### src/rtl/spi_fifo_master.sv
`timescale 1ns/1ps
module spi_fifo_master #(
  parameter int NUM_SS  = 1,
  parameter int CLK_DIV = 4,
  parameter int DEPTH   = 256
) (
  input  logic                       clk,
  input  logic                       rst_n,
  input  logic                       bus_wr,
  input  logic                       bus_rd,
  input  logic [7:0]                 bus_addr,
  input  logic [31:0]                bus_wdata,
  output logic [31:0]                bus_rdata,
  output logic                       bus_rvalid,
  output logic                       sclk,
  output logic                       mosi,
  input  logic                       miso,
  output logic [NUM_SS-1:0]          ss_n,
  output logic                       tx_empty_evt,
  output logic                       rx_overrun_evt,
  output logic [$clog2(DEPTH+1)-1:0] tx_level,
  output logic [$clog2(DEPTH+1)-1:0] rx_level
);
  localparam int AW   = $clog2(DEPTH);
  localparam int CW   = $clog2(DEPTH + 1);
  localparam int HALF = CLK_DIV / 2;
  localparam int DW   = (HALF > 1) ? $clog2(HALF) : 1;
  localparam logic [CW-1:0] FULL_CNT = CW'(DEPTH);
  localparam logic [DW-1:0] DIV_END  = DW'(HALF - 1);

  localparam logic [7:0] A_SRST = 8'h40;
  localparam logic [7:0] A_CTRL = 8'h60;
  localparam logic [7:0] A_STAT = 8'h64;
  localparam logic [7:0] A_TXD  = 8'h68;
  localparam logic [7:0] A_RXD  = 8'h6C;
  localparam logic [7:0] A_SSEL = 8'h70;
  localparam logic [7:0] A_TXO  = 8'h74;
  localparam logic [7:0] A_RXO  = 8'h78;

  logic [31:0]   ctrl_q, ssel_q;
  logic [7:0]    tx_mem [DEPTH];
  logic [7:0]    rx_mem [DEPTH];
  logic [AW-1:0] tx_wp, tx_rp, rx_wp, rx_rp;
  logic [CW-1:0] tx_cnt, rx_cnt;
  logic          busy;
  logic [DW-1:0] div_q;
  logic [2:0]    bit_q;
  logic [7:0]    tx_sh, rx_sh;

  wire soft_rst = bus_wr && bus_addr == A_SRST && bus_wdata == 32'h0000_000A;
  wire wr_ctrl  = bus_wr && bus_addr == A_CTRL;
  wire wr_txd   = bus_wr && bus_addr == A_TXD;
  wire wr_ssel  = bus_wr && bus_addr == A_SSEL;
  wire rd_rxd   = bus_rd && bus_addr == A_RXD;

  wire tx_clr  = soft_rst || (wr_ctrl && bus_wdata[5]);
  wire rx_clr  = soft_rst || (wr_ctrl && bus_wdata[6]);
  wire tx_full = tx_cnt == FULL_CNT;
  wire rx_full = rx_cnt == FULL_CNT;
  wire tx_mt   = tx_cnt == '0;
  wire rx_mt   = rx_cnt == '0;

  wire start   = !busy && !ctrl_q[8] && !tx_mt && !tx_clr;
  wire fin     = busy && div_q == DIV_END && sclk && bit_q == 3'd7;
  wire tx_push = wr_txd && !tx_full;
  wire rx_pop  = rd_rxd && !rx_mt;
  wire rx_push = fin && (!rx_full || rx_pop);
  wire rx_drop = fin && rx_full && !rx_pop;

  function automatic logic [31:0] occ(input logic [CW-1:0] c);
    return (c == '0) ? 32'd0 : 32'(c - 1'b1);
  endfunction

  // transmit queue
  always_ff @(posedge clk) if (tx_push) tx_mem[tx_wp] <= bus_wdata[7:0];

  always_ff @(posedge clk or negedge rst_n) begin
    if (!rst_n) begin
      tx_wp <= '0; tx_rp <= '0; tx_cnt <= '0;
    end else if (tx_clr) begin
      tx_wp <= '0; tx_rp <= '0; tx_cnt <= '0;
    end else begin
      if (tx_push) tx_wp <= tx_wp + 1'b1;
      if (start)   tx_rp <= tx_rp + 1'b1;
      tx_cnt <= tx_cnt + CW'(tx_push) - CW'(start);
    end
  end

  // receive queue
  always_ff @(posedge clk) if (rx_push) rx_mem[rx_wp] <= rx_sh;

  always_ff @(posedge clk or negedge rst_n) begin
    if (!rst_n) begin
      rx_wp <= '0; rx_rp <= '0; rx_cnt <= '0;
    end else if (rx_clr) begin
      rx_wp <= '0; rx_rp <= '0; rx_cnt <= '0;
    end else begin
      if (rx_push) rx_wp <= rx_wp + 1'b1;
      if (rx_pop)  rx_rp <= rx_rp + 1'b1;
      rx_cnt <= rx_cnt + CW'(rx_push) - CW'(rx_pop);
    end
  end

  // serial engine, mode 0
  always_ff @(posedge clk or negedge rst_n) begin
    if (!rst_n) begin
      busy <= 1'b0; sclk <= 1'b0; div_q <= '0; bit_q <= '0;
      tx_sh <= '0; rx_sh <= '0;
    end else if (soft_rst) begin
      busy <= 1'b0; sclk <= 1'b0; div_q <= '0; bit_q <= '0;
    end else if (start) begin
      busy  <= 1'b1;
      sclk  <= 1'b0;
      div_q <= '0;
      bit_q <= '0;
      tx_sh <= tx_mem[tx_rp];
    end else if (busy) begin
      if (div_q == DIV_END) begin
        div_q <= '0;
        if (!sclk) begin
          sclk  <= 1'b1;
          rx_sh <= {rx_sh[6:0], miso};
        end else begin
          sclk <= 1'b0;
          if (bit_q == 3'd7) busy <= 1'b0;
          else begin
            bit_q <= bit_q + 1'b1;
            tx_sh <= {tx_sh[6:0], 1'b0};
          end
        end
      end else begin
        div_q <= div_q + 1'b1;
      end
    end
  end

  assign mosi = busy & tx_sh[7];

  // control, select and events
  always_ff @(posedge clk or negedge rst_n) begin
    if (!rst_n) begin
      ctrl_q <= '0; ssel_q <= '1; tx_empty_evt <= 1'b0; rx_overrun_evt <= 1'b0;
    end else begin
      tx_empty_evt   <= fin && tx_mt && !tx_push && !soft_rst;
      rx_overrun_evt <= rx_drop && !soft_rst;
      if (soft_rst) begin
        ctrl_q <= '0; ssel_q <= '1;
      end else begin
        if (wr_ctrl) ctrl_q <= bus_wdata & ~32'h0000_0060;
        if (wr_ssel) ssel_q <= bus_wdata;
      end
    end
  end

  assign ss_n     = ssel_q[NUM_SS-1:0];
  assign tx_level = tx_cnt;
  assign rx_level = rx_cnt;

  // read port
  always_ff @(posedge clk or negedge rst_n) begin
    if (!rst_n) begin
      bus_rvalid <= 1'b0; bus_rdata <= '0;
    end else begin
      bus_rvalid <= bus_rd;
      if (bus_rd) begin
        case (bus_addr)
          A_CTRL:  bus_rdata <= ctrl_q;
          A_STAT:  bus_rdata <= {28'd0, tx_full, tx_mt, rx_full, rx_mt};
          A_RXD:   bus_rdata <= rx_mt ? 32'hDEAD_BEEF : {24'd0, rx_mem[rx_rp]};
          A_SSEL:  bus_rdata <= ssel_q;
          A_TXO:   bus_rdata <= occ(tx_cnt);
          A_RXO:   bus_rdata <= occ(rx_cnt);
          default: bus_rdata <= '0;
        endcase
      end
    end
  end

  AST_INHIBIT_HOLDS: assert property (@(posedge clk) disable iff (!rst_n)
    (ctrl_q[8] && !busy) |=> !busy);
  AST_EMPTY_MARKER: assert property (@(posedge clk) disable iff (!rst_n)
    (bus_rd && bus_addr == A_RXD && rx_mt) |=> (bus_rdata == 32'hDEAD_BEEF));
  AST_OVERRUN_WHEN_FULL: assert property (@(posedge clk) disable iff (!rst_n)
    rx_overrun_evt |-> $past(rx_cnt) == FULL_CNT);
  AST_TX_FULL_HOLDS: assert property (@(posedge clk) disable iff (!rst_n)
    (tx_full && !start && !tx_clr) |=> tx_full);
  AST_ONESHOT_READS_ZERO: assert property (@(posedge clk) disable iff (!rst_n)
    (bus_rvalid && $past(bus_addr) == A_CTRL) |-> bus_rdata[6:5] == 2'b00);
  AST_SRST_DESELECT: assert property (@(posedge clk) disable iff (!rst_n)
    soft_rst |=> (&ss_n));
  AST_TXE_AFTER_DRAIN: assert property (@(posedge clk) disable iff (!rst_n)
    tx_empty_evt |-> $past(tx_cnt) == '0);
endmodule

### config.mk
export PLATFORM = sky130hd
export DESIGN_NAME = spi_fifo_master
export DESIGN_NICKNAME = d
export VERILOG_FILES = /design/src/rtl/spi_fifo_master.sv
export SDC_FILE = /design/constraint.sdc
export NUM_CORES = 2
export LEC_CHECK = 0
export BUFFER_PORTS_ARGS = -buffer_cell sky130_fd_sc_hd__buf_2
export CAP_MARGIN = 20
export CELL_PAD_IN_SITES_DETAIL_PLACEMENT = 1
export CELL_PAD_IN_SITES_GLOBAL_PLACEMENT = 2
export CORE_UTILIZATION = 50
export DETAILED_ROUTE_END_ITERATION = 12
export PLACE_DENSITY_LB_ADDON = 0.05
export SYNTH_ARGS = -nofsm -noshare
export SYNTH_HDL_FRONTEND = slang
export SYNTH_SLANG_ARGS = --single-unit
### constraint.sdc
create_clock -name clk -period 4.4 [get_ports clk]
set_input_delay 0 -clock clk [delete_from_list [all_inputs] [get_ports clk]]
set_output_delay 0 -clock clk [all_outputs]
set_load 0.01 [all_outputs]
==> summary.md <==
| Metric | Value |
|---|---|
| Final GP Congestion | `approximately 0.88` |
| Async SR Flop Fraction | `3.96%` |
| Avg Cell Area, Syn | `20.0 um^2` |
| CTS tree | `done` |
| Grt met3 use | `3.86%` |
| Post-route minimum period | `4.15 ns` |
| Power per cell area | `~550 nW/um^2` |
| Count leader, synth | `edfxtp_1` |
| Initial antenna violation count | `16` |
| Clock Skews | `~0.036 ns` |
| Worst hold path class | `primary input to flop` |
| Site Rows | `about 210` |
| Post-Syn Area | `around 170,000 um^2` |
| EDFF count, synth | `just over 4,000` |
| Post-synthesis xor/xnor area fraction | `0.255%` |
| Htree depth | `5` |
| Synth Instances | `8,391` |
| Max_slew headroom | `22.6%` |
| Gr usage total | `between 20 and 30%` |
| CP Launch Type | `flop` |
| Post-route cell area | `between 150,000 and 200,000 um^2` |
| Vias/cell | `approximately 6.3` |
| Overflow after GRT | `0` |
| Cell taking the most area after synthesis | `edfxtp_1` |
| Die Width | `582 um` |
| Root buffer cell | `clkbuf_16` |
| Share of cells above drive strength 1 | `around 25%` |
| Mapped Nets | `about 8,500` |
| Cts bufs inserted | `about 440` |
| DP Cell Count | `approximately 13,000` |
| Post-route ant nets | `0` |
| Drt total wl | `about 500 mm` |
| Slew @ Worst Pin | `1.16 ns` |
| Setup bufs post-CTS | `0` |
| Pins Over Slew Limit | `0` |
| Layer with the highest usage | `met2` |
| CTS Buffer Depth | `4` |
| Die footprint | `about 340,000 um^2` |
| DRT iter0 DRCs | `8,089` |
| Number of synthesized register bits | `between 4,000 and 5,000` |
| Final WS setup | `0.246 ns` |
| Nets | `just over 9,000` |
| # Max-Cap Violations | `0` |
| Crit Path Class | `flop to flop` |
| GR Layer Usage met2 | `49.5%` |
| Largest family of logic cells by synthesized area | `multiplexers` |
| TritonRoute pass-1 iters | `5` |
| Hpwl dp | `~310 mm` |
| Worst skew pair latency | `1.00 ns` |
| Met1 global-route usage | `between 30% and 40%` |
| RSZ-0062 raised after global routing | `no` |
| Largest net degree at the start of global routing | `177` |
| CP Capture Type | `flop` |
| Most frequent cells after synthesis | `edfxtp_1 (4,096), mux4_2 (949), nor2_1 (676)` |
| Post-layout util | `57.4%` |
| Core area | `334,000 um^2` |
| First-pass GRT wire length | `approximately 700 mm` |
| Required @ worst endpoint | `5.25 ns` |
| Die height | `between 500 and 600 um` |
| Fmax achieved | `241 MHz` |
| Top_reg_cell synth | `edfxtp_1` |
| Post-synth cell types | `a little over 80` |
| Max VDD drop | `~0.47 mV` |
| Hold Fails Final Rpt | `0` |
| Via count | `approximately 87,000` |
| # port buffers | `100` |
| Compound-Gate Fraction of Synth Area | `3.08%` |
| Critical path arrival | `between 5 and 6 ns` |
| DRC | `0` |
| Post-synth top area share | `about three quarters` |
| Routed WL per cell | `approximately 36 um` |
| Synth Area in Adders | `less than 1%` |
| Sequential fraction of the synthesis area | `between 70% and 80%` |
| Top cells by area, synth | `edfxtp_1 (73%), mux4_2 (13%), mux2i_1 (2.3%)` |
| Outcome | `finished clean` |
| Pre-CTS setup slack | `-0.0787 ns` |
| Syn-to-layout area delta | `14.0%` |
| Crit Path Max Fanout | `23` |
| Starting Density | `between 50% and 60%` |
| Simple logic cell fraction of the synthesized area | `roughly 3.5%` |
| Non-Filler Instances | `between 10,000 and 15,000` |
| Mux cell area share after synthesis | `between 15 and 20%` |
| Post-placement cell area | `176,000 um^2` |
| I/O pin count | `a little over 100` |
| Tcrit/Tclk final | `between 90% and 100%` |
| CTS Sinks | `approximately 4,300` |
| Number of global-route vias before repair | `90,492` |
| Leakage | `60.2 nW` |
| Clk pin slew, worst setup/hold paths | `about 0.060 ns` |
| Warning count from the yosys run | `0` |
| # setup viols final | `0` |
-- logic make-up (layout without fill, tap and decap cells) --
kind of cell	after synthesis	count (layout)
buf+inv	563	1556
fa+ha+maj	59	59
flops	4265	4265
simple gates	1335	1335
compound gates	743	743
other cells	0	6
mux	1377	1377
xor+xnor	49	49
-- through the flow --
step / TNS, ns / power (W) / hold slack, ns
floorplan: 0 / 0.0616 / -0.296
global placement: 0 / 0.0688 / 0.0946
detailed placement: -3.12 / 0.0691 / 0.102
CTS: -13.68 / 0.106 / 0.0506
global route: 0 / 0.108 / 0.103
finish: 0 / 0.105 / 0.130
-- area by class of cell --
class	count	area, um^2
antenna	6	15.0
clock buffer	537	11600
clock inverter	280	2780
fill	28330	142000
inverter	57	224
multi-input combinational	3563	38300
sequential	4265	127000
tap	4387	5490
timing repair buffer	682	6070
-- power by group --
part           total [W]  internal [W]  leakage, nW  switching [W]
logic             0.0191       0.00722         14.3         0.0119
registers         0.0490        0.0478         38.9        0.00123
clock network     0.0374        0.0216         7.00         0.0158
-- critical path, stage by stage (launching register included) --
cell     delay, ns
dfrtp_4       0.94
buf_12        0.32
buf_12        0.17
mux4_2        0.52
mux4_2        0.55
o21ai_0       0.65
a32o_1        0.60
o22ai_1       0.16
-- metal layers --
layer	part of all wire, %	vias to the layer above
li1	-	35854
met3	5.6	754
met5	0.0091	-
met1	40	47087
met2	50	3101
met4	4.0	6
-- worst paths after layout --
path | startpoint | to | slack, ns | cells past startpoint
max in group asynchronous | rst_n | rx_sh[4] | 3.55 | 4
setup reg to reg | rx_rp[0] | bus_rdata[4] | 0.25 | 7
hold / removal | bus_wdata[5] | tx_level[0] | 0.13 | 4
hold reg to reg | ssel_q[10] | ssel_q[10] | 0.48 | 2
setup / recovery | rx_rp[0] | bus_rdata[4] | 0.25 | 7
min in group asynchronous | rst_n | ssel_q[22] | 0.21 | 3
-- timing repair --
item                       in CTS  in global routing
hold buffers                   93                  0
setup endpoints to repair     258               1235
gates resized for setup        10                 56
hold endpoints to repair     1280                  0
-- sequential cells by signal (all words and copies together) (netlist names), 3 cells and up --
register	cells
tx_rp	8
ssel_q	32
tx_wp	8
rx_level	9
tx_mem	2048
rx_rp	8
rx_wp	8
tx_sh	8
bit_q	3
ctrl_q	30
bus_rdata	32
rx_mem	2048
tx_level	9
rx_sh	8
-- cells in the final DEF (no fill, tap or decap), types with 31 or more instances in the layout --
cell	instances
nand2_1	227
dfstp_2	32
a221oi_1	39
nand3_1	160
inv_1	52
o21ai_0	74
mux2_2	35
xnor2_1	39
buf_2	91
clkbuf_16	444
nor2_1	616
ha_1	57
a21oi_1	173
mux4_2	949
nand4_1	31
buf_4	419
dfrtp_1	119
bufinv_16	49
edfxtp_1	4096
dlygate4sd3_1	92
clkbuf_1	80
clkinv_2	79
nor2_2	57
o22ai_1	89
nor3_1	61
mux2i_1	393
o221ai_1	138
buf_12	67
clkinv_1	105
a22oi_1	61
No activity file was read; power rests on OpenSTA's default activity.
